## src/rtl/ser_pkg.sv

```systemverilog
package ser_pkg;
  typedef enum logic [3:0] {
    IID_MODEM  = 4'h0,
    IID_NONE   = 4'h1,
    IID_THRE   = 4'h2,
    IID_RXDATA = 4'h4,
    IID_LINE   = 4'h6
  } iid_e;

  localparam logic [2:0] OFS_DATA = 3'd0;
  localparam logic [2:0] OFS_IEN  = 3'd1;
  localparam logic [2:0] OFS_IID  = 3'd2;
  localparam logic [2:0] OFS_LCTL = 3'd3;
  localparam logic [2:0] OFS_MCTL = 3'd4;
  localparam logic [2:0] OFS_LSTA = 3'd5;
  localparam logic [2:0] OFS_MSTA = 3'd6;
  localparam logic [2:0] OFS_SCR  = 3'd7;
endpackage

```

## src/rtl/ser_rx_fifo.sv

```systemverilog
module ser_rx_fifo #(
  parameter int DEPTH = 16,
  parameter int W     = 8
) (
  input  logic         clk_i,
  input  logic         rst_ni,
  input  logic         big_i,
  input  logic         flush_i,
  input  logic         push_i,
  input  logic [W-1:0] din_i,
  input  logic         pop_i,
  output logic [W-1:0] dout_o,
  output logic         empty_o,
  output logic         full_o
);
  localparam int AW = (DEPTH > 1) ? $clog2(DEPTH) : 1;
  localparam int CW = $clog2(DEPTH + 1);
  localparam logic [CW-1:0] CAP_BIG = CW'(DEPTH);
  localparam logic [CW-1:0] CAP_ONE = CW'(1);

  logic [W-1:0]  mem [DEPTH];
  logic [AW-1:0] rd_q, wr_q;
  logic [CW-1:0] cnt_q, cap;
  logic          pop_ok;

  assign cap     = big_i ? CAP_BIG : CAP_ONE;
  assign empty_o = (cnt_q == '0);
  assign full_o  = (cnt_q >= cap);
  assign pop_ok  = pop_i && !empty_o;
  assign dout_o  = empty_o ? '0 : mem[rd_q];

  always_ff @(posedge clk_i) begin
    if (push_i) mem[flush_i ? '0 : wr_q] <= din_i;
  end

  always_ff @(posedge clk_i or negedge rst_ni) begin
    if (!rst_ni) begin
      rd_q  <= '0;
      wr_q  <= '0;
      cnt_q <= '0;
    end else if (flush_i) begin
      // a push accepted in the flush cycle lands in the fresh queue
      rd_q  <= '0;
      wr_q  <= push_i ? AW'(1) : '0;
      cnt_q <= push_i ? CW'(1) : '0;
    end else begin
      if (push_i) wr_q <= wr_q + AW'(1);
      if (pop_ok) rd_q <= rd_q + AW'(1);
      cnt_q <= cnt_q + CW'(push_i) - CW'(pop_ok);
    end
  end

  AST_CNT_WITHIN_CAP: assert property (@(posedge clk_i) disable iff (!rst_ni)
    cnt_q <= CAP_BIG) else $error("count above depth");
  AST_NO_PUSH_WHEN_FULL: assert property (@(posedge clk_i) disable iff (!rst_ni)
    (push_i && !flush_i) |-> !full_o) else $error("push into full queue");
endmodule

```

## src/rtl/ser_irq_prio.sv

```systemverilog
module ser_irq_prio
  import ser_pkg::*;
(
  input  logic       ovr_i,
  input  logic       rx_i,
  input  logic       thre_i,
  input  logic [3:0] mdm_i,
  input  logic [3:0] ien_i,
  output iid_e       iid_o,
  output logic       irq_o
);
  always_comb begin
    if (ovr_i && ien_i[2])               iid_o = IID_LINE;
    else if (rx_i && ien_i[0])           iid_o = IID_RXDATA;
    else if (thre_i && ien_i[1])         iid_o = IID_THRE;
    else if ((|mdm_i) && ien_i[3])       iid_o = IID_MODEM;
    else                                 iid_o = IID_NONE;
  end

  assign irq_o = (iid_o != IID_NONE);
endmodule

```

## src/rtl/ser_uart_regs.sv

```systemverilog
module ser_uart_regs
  import ser_pkg::*;
#(
  parameter int DEPTH  = 16,
  parameter int REF_HZ = 1843200,
  parameter int BAUD   = 9600
) (
  input  logic       clk_i,
  input  logic       rst_ni,
  input  logic       sel_i,
  input  logic       wr_i,
  input  logic [2:0] addr_i,
  input  logic [7:0] wdata_i,
  output logic [7:0] rdata_o,
  output logic       tx_valid_o,
  output logic [7:0] tx_data_o,
  input  logic       rx_valid_i,
  input  logic [7:0] rx_data_i,
  output logic       rx_ready_o,
  input  logic       loop_i,
  input  logic [3:0] mdm_delta_i,
  output logic       irq_o
);
  localparam int DIV = REF_HZ / (BAUD * 16);
  localparam logic [15:0] DIV_INIT = DIV[15:0];

  logic [7:0] dll_q, dlh_q, lctl_q, scr_q;
  logic [3:0] ien_q;
  logic       fifo_en_q, ovr_q, thre_q;
  logic [7:0] tx_data_q;
  logic       tx_valid_q;

  logic dlab, rd, we;
  logic wr_data, wr_dll, wr_dlh, wr_ien, wr_fctl, wr_lctl, wr_scr;
  logic rd_data, rd_iid, rd_lsta;
  logic flush, push, ovr_set, rx_acc, lb_push;
  logic fifo_empty, fifo_full;
  logic [7:0] fifo_dout, push_data;
  iid_e iid;

  assign dlab = lctl_q[7];
  assign rd   = sel_i && !wr_i;
  assign we   = sel_i &&  wr_i;

  assign wr_data = we && addr_i == OFS_DATA && !dlab;
  assign wr_dll  = we && addr_i == OFS_DATA &&  dlab;
  assign wr_ien  = we && addr_i == OFS_IEN  && !dlab;
  assign wr_dlh  = we && addr_i == OFS_IEN  &&  dlab;
  assign wr_fctl = we && addr_i == OFS_IID;
  assign wr_lctl = we && addr_i == OFS_LCTL;
  assign wr_scr  = we && addr_i == OFS_SCR;
  assign rd_data = rd && addr_i == OFS_DATA && !dlab;
  assign rd_iid  = rd && addr_i == OFS_IID;
  assign rd_lsta = rd && addr_i == OFS_LSTA;

  // mode flip flushes; receiver reset only counts with enable set
  assign flush = wr_fctl && ((wdata_i[0] != fifo_en_q) || (wdata_i[0] && wdata_i[1]));

  assign rx_ready_o = !loop_i && !fifo_full;
  assign rx_acc     = rx_valid_i && rx_ready_o;
  assign lb_push    = wr_data && loop_i && !fifo_full;
  assign push       = rx_acc || lb_push;
  assign push_data  = lb_push ? wdata_i : rx_data_i;
  assign ovr_set    = (rx_valid_i && !loop_i && fifo_full) || (wr_data && loop_i && fifo_full);

  ser_rx_fifo #(.DEPTH(DEPTH), .W(8)) u_fifo (
    .clk_i   (clk_i),
    .rst_ni  (rst_ni),
    .big_i   (fifo_en_q),
    .flush_i (flush),
    .push_i  (push),
    .din_i   (push_data),
    .pop_i   (rd_data),
    .dout_o  (fifo_dout),
    .empty_o (fifo_empty),
    .full_o  (fifo_full)
  );

  ser_irq_prio u_prio (
    .ovr_i  (ovr_q),
    .rx_i   (!fifo_empty),
    .thre_i (thre_q),
    .mdm_i  (mdm_delta_i),
    .ien_i  (ien_q),
    .iid_o  (iid),
    .irq_o  (irq_o)
  );

  always_ff @(posedge clk_i or negedge rst_ni) begin
    if (!rst_ni) begin
      dll_q     <= DIV_INIT[7:0];
      dlh_q     <= DIV_INIT[15:8];
      lctl_q    <= '0;
      ien_q     <= '0;
      scr_q     <= '0;
      fifo_en_q <= 1'b0;
    end else begin
      if (wr_dll)  dll_q     <= wdata_i;
      if (wr_dlh)  dlh_q     <= wdata_i;
      if (wr_lctl) lctl_q    <= wdata_i;
      if (wr_ien)  ien_q     <= wdata_i[3:0];
      if (wr_scr)  scr_q     <= wdata_i;
      if (wr_fctl) fifo_en_q <= wdata_i[0];
    end
  end

  always_ff @(posedge clk_i or negedge rst_ni) begin
    if (!rst_ni) begin
      ovr_q  <= 1'b0;
      thre_q <= 1'b0;
    end else begin
      if (ovr_set)      ovr_q <= 1'b1;
      else if (rd_lsta) ovr_q <= 1'b0;
      if (wr_data)                         thre_q <= 1'b1;
      else if (rd_iid && iid == IID_THRE)  thre_q <= 1'b0;
    end
  end

  always_ff @(posedge clk_i or negedge rst_ni) begin
    if (!rst_ni) begin
      tx_valid_q <= 1'b0;
      tx_data_q  <= '0;
    end else begin
      tx_valid_q <= wr_data && !loop_i;
      if (wr_data && !loop_i) tx_data_q <= wdata_i;
    end
  end

  assign tx_valid_o = tx_valid_q;
  assign tx_data_o  = tx_data_q;

  always_comb begin
    rdata_o = '0;
    if (rd) begin
      unique case (addr_i)
        OFS_DATA: rdata_o = dlab ? dll_q : fifo_dout;
        OFS_IEN:  rdata_o = dlab ? dlh_q : {4'b0000, ien_q};
        OFS_IID:  rdata_o = {fifo_en_q, fifo_en_q, 2'b00, iid};
        OFS_LCTL: rdata_o = lctl_q;
        OFS_MCTL: rdata_o = '0;
        OFS_LSTA: rdata_o = {1'b0, 1'b1, 1'b1, 3'b000, ovr_q, !fifo_empty};
        OFS_MSTA: rdata_o = {4'b0000, mdm_delta_i};
        OFS_SCR:  rdata_o = scr_q;
        default:  rdata_o = '0;
      endcase
    end
  end

  AST_TX_ECHO: assert property (@(posedge clk_i) disable iff (!rst_ni)
    (wr_data && !loop_i) |=> (tx_valid_o && tx_data_o == $past(wdata_i))) else $error("tx echo");
  AST_NO_TX_IN_LOOP: assert property (@(posedge clk_i) disable iff (!rst_ni)
    (wr_data && loop_i) |=> !tx_valid_o) else $error("tx during loopback");
  AST_THRE_CLEARED: assert property (@(posedge clk_i) disable iff (!rst_ni)
    (rd_iid && iid == IID_THRE) |=> !thre_q) else $error("thre not cleared");
  AST_OVR_STICKY: assert property (@(posedge clk_i) disable iff (!rst_ni)
    ovr_set |=> ovr_q) else $error("overrun lost");
  AST_NO_READY_FULL: assert property (@(posedge clk_i) disable iff (!rst_ni)
    fifo_full |-> !rx_ready_o) else $error("ready while full");
  AST_EMPTY_READ_ZERO: assert property (@(posedge clk_i) disable iff (!rst_ni)
    (rd_data && fifo_empty) |-> rdata_o == 8'h00) else $error("empty read nonzero");
  AST_LSR_CLEARS: assert property (@(posedge clk_i) disable iff (!rst_ni)
    (rd_lsta && !ovr_set) |=> !ovr_q) else $error("overrun not cleared");
  AST_FLUSH_EMPTIES: assert property (@(posedge clk_i) disable iff (!rst_ni)
    (flush && !push) |=> fifo_empty) else $error("flush left data");
endmodule

```

## config.mk

```make
export PLATFORM = sky130hd
export DESIGN_NAME = ser_uart_regs
export DESIGN_NICKNAME = d
export VERILOG_FILES = /design/src/rtl/ser_pkg.sv /design/src/rtl/ser_rx_fifo.sv /design/src/rtl/ser_irq_prio.sv /design/src/rtl/ser_uart_regs.sv
export SDC_FILE = /design/constraint.sdc
export NUM_CORES = 1
export LEC_CHECK = 0
export BUFFER_PORTS_ARGS = -buffer_cell sky130_fd_sc_hd__clkbuf_2
export CAP_MARGIN = 40
export CORE_MARGIN = 1
export CORE_UTILIZATION = 55
export CTS_CLUSTER_DIAMETER = 150
export DETAILED_ROUTE_END_ITERATION = 7
export HOLD_SLACK_MARGIN = 0.02
export PLACE_DENSITY_LB_ADDON = 0.25
export SETUP_SLACK_MARGIN = 0.15
export SLEW_MARGIN = 15
export SYNTH_ARGS = -nofsm -noshare
export SYNTH_HDL_FRONTEND = slang
export SYNTH_SLANG_ARGS = --single-unit
```

## constraint.sdc

```tcl
create_clock -name clk_i -period 3.8 [get_ports clk_i]
set_input_delay 0.38 -clock clk_i [delete_from_list [all_inputs] [get_ports clk_i]]
set_output_delay 0.38 -clock clk_i [all_outputs]
set_load 0.05 [all_outputs]
```

==> run metrics, run 1 <==
Layout area overhead=13.5%; Worst-path clk slew=roughly 0.070 ns; CTS H-tree lvls=4; Worst path max stage delay=0.69 ns; FF-to-FF End=u_fifo.cnt_q[4]; fillers=1083; Max VDD drop=0.478 mV; largest net degree at the start of global routing=44; post-DP HPWL=between 10000 and 15000 um; Setup TNS=0 ns; antenna cells=0; vias in the first global route=5074; Syn Inst Count=547; # resized after CTS=0; Worst Path Arrival=about 3.1 ns; crit path capture type=output port; R2R cell count=12; first-pass GRT wire length=28700 um; Routed WL per cell=22.9 um; CTS Sinks=between 150 and 200; Final Skew=0.00957 ns; I/O pins=48; Final min period=3.43 ns; Reg area=5370 sq um; DR iter-0 viols=301; part of the Yosys area used for sequential elements=between 60% and 70%; vias=a little under 5000; Rel. slew slack=roughly two fifths; number of port buffers=47; initial antenna violation count=0; maxcap violations=0; endpoints failing setup=0; Routed WL=18500 um; #FFs+latches synth=189; WP data required=3.42 ns; P per Cell Area=624 nW/um^2; final net count=651; post-route ant nets=0; RSZ-0062 raised after global routing=no; Routability Congestion=0.857; CTS Root Cell=clkbuf_16; clock latency on the worst-skew pair=0.44 ns; CTS tree=done; Hold Path End=scr_q[5]; Multi-input gate area=2980 sq um; final hold vios=0; FMAX=0.292 GHz; Core Rows=45; total power=about 6.1 mW; R2R Path Start=fifo_en_q; Post-synth EDFFs=128; Hold Crit Class=in -> reg; Die Wd=127 um; All-Layer GR Usage=24.8%; Tcrit/Tclk final=90.3%; Slew @ Worst Pin=just under 0.9 ns; CTS max path bufs=2; CTS Buf Count=17; Hold Crit Depth=2; Crit Path Class=reg -> out; P_leak=3.60 nW; Post-Syn Nets=589; Netlist cell types=63; effective utilization at floorplan=56.3%; chip height=127 um; DRC Markers=0; ys flop type=edfxtp_1; fraction of registers with async set/reset=around a third; crit-path cells=inv_1 > ha_1 > or4b_2 > a21oi_1 > o21ai_0 > a221oi_1 > clkbuf_2; Crit-path slowest cell=or4b_2; Synth Area per Inst=15.6 sq um; status=finished, final reports clean; startpoint types=register; commonest cells after routing, fill and taps aside=edfxtp_1, mux2_2, dfrtp_1; Max Slew Vio Count=0; vias per cell=6.14; reg-to-reg slack, setup=0.51 ns; worst-path fanout max=6; Core Area=15200 sq um; Worst Min Path Start=wdata_i[5]; grt total ovfl=0; Yosys Warn Count=0; fin cells=810; TritonRoute pass-1 iters=6; layout cells sized above 1=36.0%; most common cell after layout, fill and taps aside=edfxtp_1; placed instance count=775; die area=16100 sq um; Mapped Area=8560 sq um
## registers in the layout, indices dropped and copies added, names as in the netlist
register	flops
dll_q	8
thre_q	1
u_fifo.mem	128
ien_q	4
u_fifo.wr_q	4
scr_q	8
u_fifo.cnt_q	5
fifo_en_q	1
tx_data_o	8
u_fifo.rd_q	4
lctl_q	8
ovr_q	1
tx_valid_o	1
dlh_q	8
## cells by family (layout without fill, tap and decap cells)
logic type	after synthesis	in the layout	share of synthesized area [%]
flip-flops	189	189	62.8
adder cells (fa/ha/maj)	13	13	1.99
AND/OR/NAND/NOR	110	110	7.21
XOR/XNOR	8	8	0.819
buffers and inverters	45	120	2.44
multiplexers	119	119	19.3
AO/OA/AOI/OAI	63	63	5.47
## cells in the mapped netlist, types with 3 or more instances
| cell type | count | area share, % |
|---|---|---|
| a31oi_1 | 3 | 0.22 |
| ha_1 | 12 | 1.8 |
| nor2b_1 | 7 | 0.51 |
| a221oi_1 | 12 | 1.2 |
| inv_1 | 13 | 0.57 |
| o21bai_1 | 3 | 0.26 |
| nor3b_1 | 3 | 0.26 |
| a211oi_1 | 4 | 0.35 |
| xnor2_1 | 5 | 0.51 |
| clkbuf_1 | 10 | 0.44 |
| a22o_1 | 3 | 0.31 |
| a21oi_1 | 13 | 0.76 |
| mux2i_1 | 12 | 1.4 |
| mux2_2 | 78 | 10 |
| dfrtp_1 | 59 | 17 |
| nand2_1 | 31 | 1.4 |
| nand3_1 | 5 | 0.29 |
| o21ai_0 | 6 | 0.35 |
| nand4_1 | 6 | 0.44 |
| nand2b_1 | 8 | 0.58 |
| buf_2 | 10 | 0.58 |
| mux4_2 | 26 | 6.8 |
| edfxtp_1 | 128 | 45 |
| nor2_1 | 11 | 0.48 |
| xor2_1 | 3 | 0.31 |
| buf_1 | 8 | 0.35 |
| nor3_1 | 13 | 0.76 |
| nor4_1 | 8 | 0.58 |
## repair_timing
item                                    4_1_cts  5_1_grt
setup buffers                                 0        0
hold endpoints to repair                      0       29
endpoints found under the setup margin        0        0
hold buffers                                  0        1
## where the power goes
part | leakage (nW) | switching [mW] | internal (mW) | total (mW)
Clock | 0.290 | 0.839 | 0.938 | 1.78
Sequential | 1.92 | 0.213 | 2.43 | 2.64
Combinational | 1.39 | 0.886 | 0.748 | 1.63
Total | 3.60 | 1.94 | 4.12 | 6.05
## final cells by class
cell class                 count  share of cell area (%)
clock buffer                  17                    4.38
sequential                   189                    55.3
timing repair buffer          75                    4.85
clock inverter                15                    1.78
inverter                      13                   0.503
multi-input combinational    313                    30.7
tap                          188                    2.42
## layer usage
layer  wire length, um  share of wire [%]  vias up  GRT usage [%]
met5                 0                  0        -              0
met4               405                2.2        0           9.80
met3               896                4.8       27           4.98
met2              9190                 50      140           40.2
met1              8020                 43     2541           33.1
li1                  -                  -     2264              -
## worst max-delay path by stage
stage	from	end	slack [ns]	cells past startpoint
after floorplan	u_fifo.cnt_q[2]	rdata_o[1]	0.54	7
after global placement	fifo_en_q	u_fifo.cnt_q[4]	0.68	12
after detailed placement	fifo_en_q	u_fifo.cnt_q[4]	0.54	12
after CTS	u_fifo.cnt_q[3]	rdata_o[1]	0.27	7
after global routing	u_fifo.cnt_q[2]	rdata_o[6]	0.22	7
final	u_fifo.cnt_q[2]	rdata_o[1]	0.37	7
## worst max-delay path: cells and delay by family, from the launching register on
| family | cells | cell delay [ns] |
|---|---|---|
| AOI/OAI and AO/OA | 3 | 0.82 |
| and+or+nand+nor | 1 | 0.69 |
| buffers and inverters | 2 | 0.49 |
| DFF | 1 | 0.39 |
| adders and majority gates | 1 | 0.22 |
## per-stage QoR
stage	hold WS [ns]	instance area, sq um	setup slack, ns	utilization (%)
finish	0.263	9710	0.370	63.9
global route	0.278	9710	0.223	63.9
CTS	0.0358	9670	0.269	63.6
detailed placement	0.490	9080	0.542	59.7
global placement	0.488	9080	0.684	59.7
floorplan	0.0844	8560	0.545	-
Power figures use the tool's default switching activity.
==> run 2, diff against run 1 <==
--- a/config.mk
+++ b/config.mk
@@ -5,6 +5,7 @@
 export SDC_FILE = /design/constraint.sdc
 export NUM_CORES = 1
 export LEC_CHECK = 0
+export ABC_AREA = 1
 export BUFFER_PORTS_ARGS = -buffer_cell sky130_fd_sc_hd__clkbuf_2
 export CAP_MARGIN = 40
 export CORE_MARGIN = 1
@@ -12,7 +13,9 @@
 export CTS_CLUSTER_DIAMETER = 150
 export DETAILED_ROUTE_END_ITERATION = 7
 export HOLD_SLACK_MARGIN = 0.02
+export MAX_ROUTING_LAYER = met4
 export PLACE_DENSITY_LB_ADDON = 0.25
+export RECOVER_POWER = 100
 export SETUP_SLACK_MARGIN = 0.15
 export SLEW_MARGIN = 15
 export SYNTH_ARGS = -nofsm -noshare
==> run metrics, run 2 <==
Setup TNS=0 ns (unchanged); Syn Inst Count=908 (+66%); layout cells sized above 1=8.72% (-27 points); commonest cells after routing, fill and taps aside=nand2_1, edfxtp_1, nand3_1; vias in the first global route=6078 (+20%); part of the Yosys area used for sequential elements=61.9% (-0.87 points); Worst-path clk slew=0.07 ns (about the same); # resized after CTS=0 (unchanged); Top reg by flops=u_fifo.mem; Core Area=15300 sq um (+0.74%); Netlist cell types=40 (-37%); Routed WL=21300 um (+15%); status=finished, final reports clean; initial antenna violation count=0 (unchanged); ys flop type=edfxtp_1; synth cell count leaders=nand2_1, edfxtp_1, nand3_1; maxcap violations=0 (unchanged); Worst Path Arrival=3.07 ns (+0.02 ns); CTS H-tree lvls=4 (unchanged); vias=6608 (+33%); post-DP HPWL=14100 um (+15%); antenna cells=0 (unchanged); startpoint types=register; CTS Buf Count=17 (unchanged); Layout area overhead=11.0%; vias per cell=5.57 (-9.2%); Post-synth EDFFs=128 (unchanged); Final Skew=0.00866 ns (-0.000915 ns); number of port buffers=47 (unchanged); endpoints failing setup=0 (unchanged); CTS max path bufs=2 (unchanged); chip height=128 um (+0.69%); final net count=1004 (+54%); Synth Area per Inst=9.56 sq um (-39%); Routability Congestion=0.958 (+12%); die area=16300 sq um (+1.4%); final hold vios=0 (unchanged); fillers=1297 (+20%); most common cell in the netlist=nand2_1; Rel. slew slack=9.79% (-31 points); Mapped Area=8680 sq um (+1.4%); top cell type by total area after synthesis=edfxtp_1; I/O pins=48 (unchanged); CTS Root Cell=clkbuf_16; worst-path fanout max=34 (+28); synth top area cells=edfxtp_1, dfrtp_1, nand2_1; RSZ-0062 raised after global routing=no; Routed WL per cell=18.0 um (-21%); most common cell after layout, fill and taps aside=nand2_1; Core Rows=45 (unchanged); total power=6.12 mW (+1.0%); largest net degree at the start of global routing=35 (-20%); Crit Path Class=reg -> out; effective utilization at floorplan=56.7% (+0.37 points); DR iter-0 viols=646 (+110%); WP data required=3.42 ns (about the same); Post-Syn Nets=950 (+61%); P per Cell Area=635 nW/um^2 (+1.8%); clock latency on the worst-skew pair=0.44 ns (about the same); Slew @ Worst Pin=1.35 ns (+0.463 ns); Hold Crit Class=in -> reg; fraction of registers with async set/reset=32.3% (unchanged); #FFs+latches synth=189 (unchanged); CTS Sinks=189 (unchanged); TritonRoute pass-1 iters=5 (-1); P_leak=4.11 nW (+14%); All-Layer GR Usage=28.5% (+3.7 points); crit path capture type=output port; first-pass GRT wire length=33000 um (+15%); top-area cell type share of the netlist area=44.3% (-0.62 points); Final min period=3.45 ns (+0.0227 ns); Max VDD drop=0.365 mV (-24%); Yosys Warn Count=0 (unchanged); Die Wd=128 um (+0.69%); Tcrit/Tclk final=90.9% (+0.60 points); CTS tree=done; grt total ovfl=0 (unchanged); Max Slew Vio Count=0 (unchanged); post-route ant nets=0 (unchanged); max reg flops=128 (unchanged); DRC Markers=0 (unchanged); FMAX=0.290 GHz (-0.66%)
==> run 2: changes by cell type in the layout (fill, tap and decap cells not counted), sizes merged, moves of 19 or more <==
cell / before / now
nand3: 5 / 110
a21oi: 13 / 32
nor2: 12 / 52
inv: 20 / 74
buf: 27 / 6
clkbuf: 64 / 84
mux4: 28 / 0
mux2: 79 / 0
nand2: 31 / 318
o21ai: 6 / 67
==> run 2: kinds of logic (layout without fill, tap and decap cells) <==
family | count (synthesis) | after routing | share of synthesized area [%]
compound gates | 105 | 105 | 6.29
xor+xnor | 5 | 5 | 0.505
fa+ha+maj | 13 | 13 | 1.96
simple gates | 490 | 490 | 24.2
buf+inv | 106 | 173 | 5.15
flops | 189 | 189 | 61.9
==> run 2: critical path, stage by stage, from the launching register on <==
cell	delay (ns)
dfrtp_2	0.79
buf_4	0.46
nand2_1	0.09
nand3_1	0.09
nand3_1	0.13
nand2_1	0.10
nand2_1	0.05
nand2_1	0.13
nand2_1	0.09
a21oi_1	0.20
clkbuf_1	0.49
==> run 2: stage by stage <==
stage | instances | util (%) | hold WS [ns] | instance area [sq um] | setup slack (ns)
2_1_floorplan | 908 | - | 0.0844 | 8680 | 1.36
3_3_place_gp | 1143 | 59.5 | 0.466 | 9120 | 1.01
3_5_place_dp | 1152 | 60.0 | 0.348 | 9200 | 0.960
4_1_cts | 1185 | 63.9 | 0.148 | 9790 | 0.495
5_1_grt | 1186 | 62.9 | 0.172 | 9640 | 0.203
6_report | 1186 | 62.9 | 0.168 | 9640 | 0.347
==> run 2: power breakdown <==
part | internal, mW | total [mW] | leakage, nW | switching (mW)
registers | 2.42 | 2.61 | 1.91 | 0.190
clock network | 0.930 | 1.75 | 0.283 | 0.818
logic | 0.531 | 1.76 | 1.92 | 1.23
==> run 2: layout make-up <==
cell class	instances	area [sq um]	share of cell area, %
repair buffers	73	352	3.65
clock buffers	18	429	4.45
multi-input cells	613	2810	29.1
clock inverters	14	151	1.57
inverters	68	259	2.69
well taps	211	264	2.74
flip-flops and latches	189	5370	55.8
==> run 2: timing repair <==
item / in CTS / in global routing
buffers inserted: 0 / 0
endpoints found under the hold margin: 14 / 0
hold buffers: 1 / 0
==> run 2: routing by layer <==
| metal | up-vias | part of all wire (%) | GRT usage (%) |
|---|---|---|---|
| met5 | - | 0 | - |
| met4 | 0 | 1.9 | 9.48 |
| met3 | 36 | 8.4 | 5.32 |
| met2 | 295 | 44 | 40.3 |
| met1 | 3134 | 45 | 41.8 |
| li1 | 3143 | - | - |
==> run 2: final timing paths <==
path / slack, ns / cells past startpoint / start / endpoint
min in group asynchronous: 0.59 / 2 / rst_ni / scr_q[6]
hold / removal: 0.17 / 2 / loop_i / tx_valid_o
setup reg to reg: 0.46 / 13 / lctl_q[7] / u_fifo.cnt_q[4]
max in group asynchronous: 1.46 / 3 / rst_ni / u_fifo.wr_q[3]
setup / recovery: 0.35 / 10 / u_fifo.rd_q[0] / rdata_o[2]
hold reg to reg: 0.49 / 2 / tx_data_o[6] / tx_data_o[6]
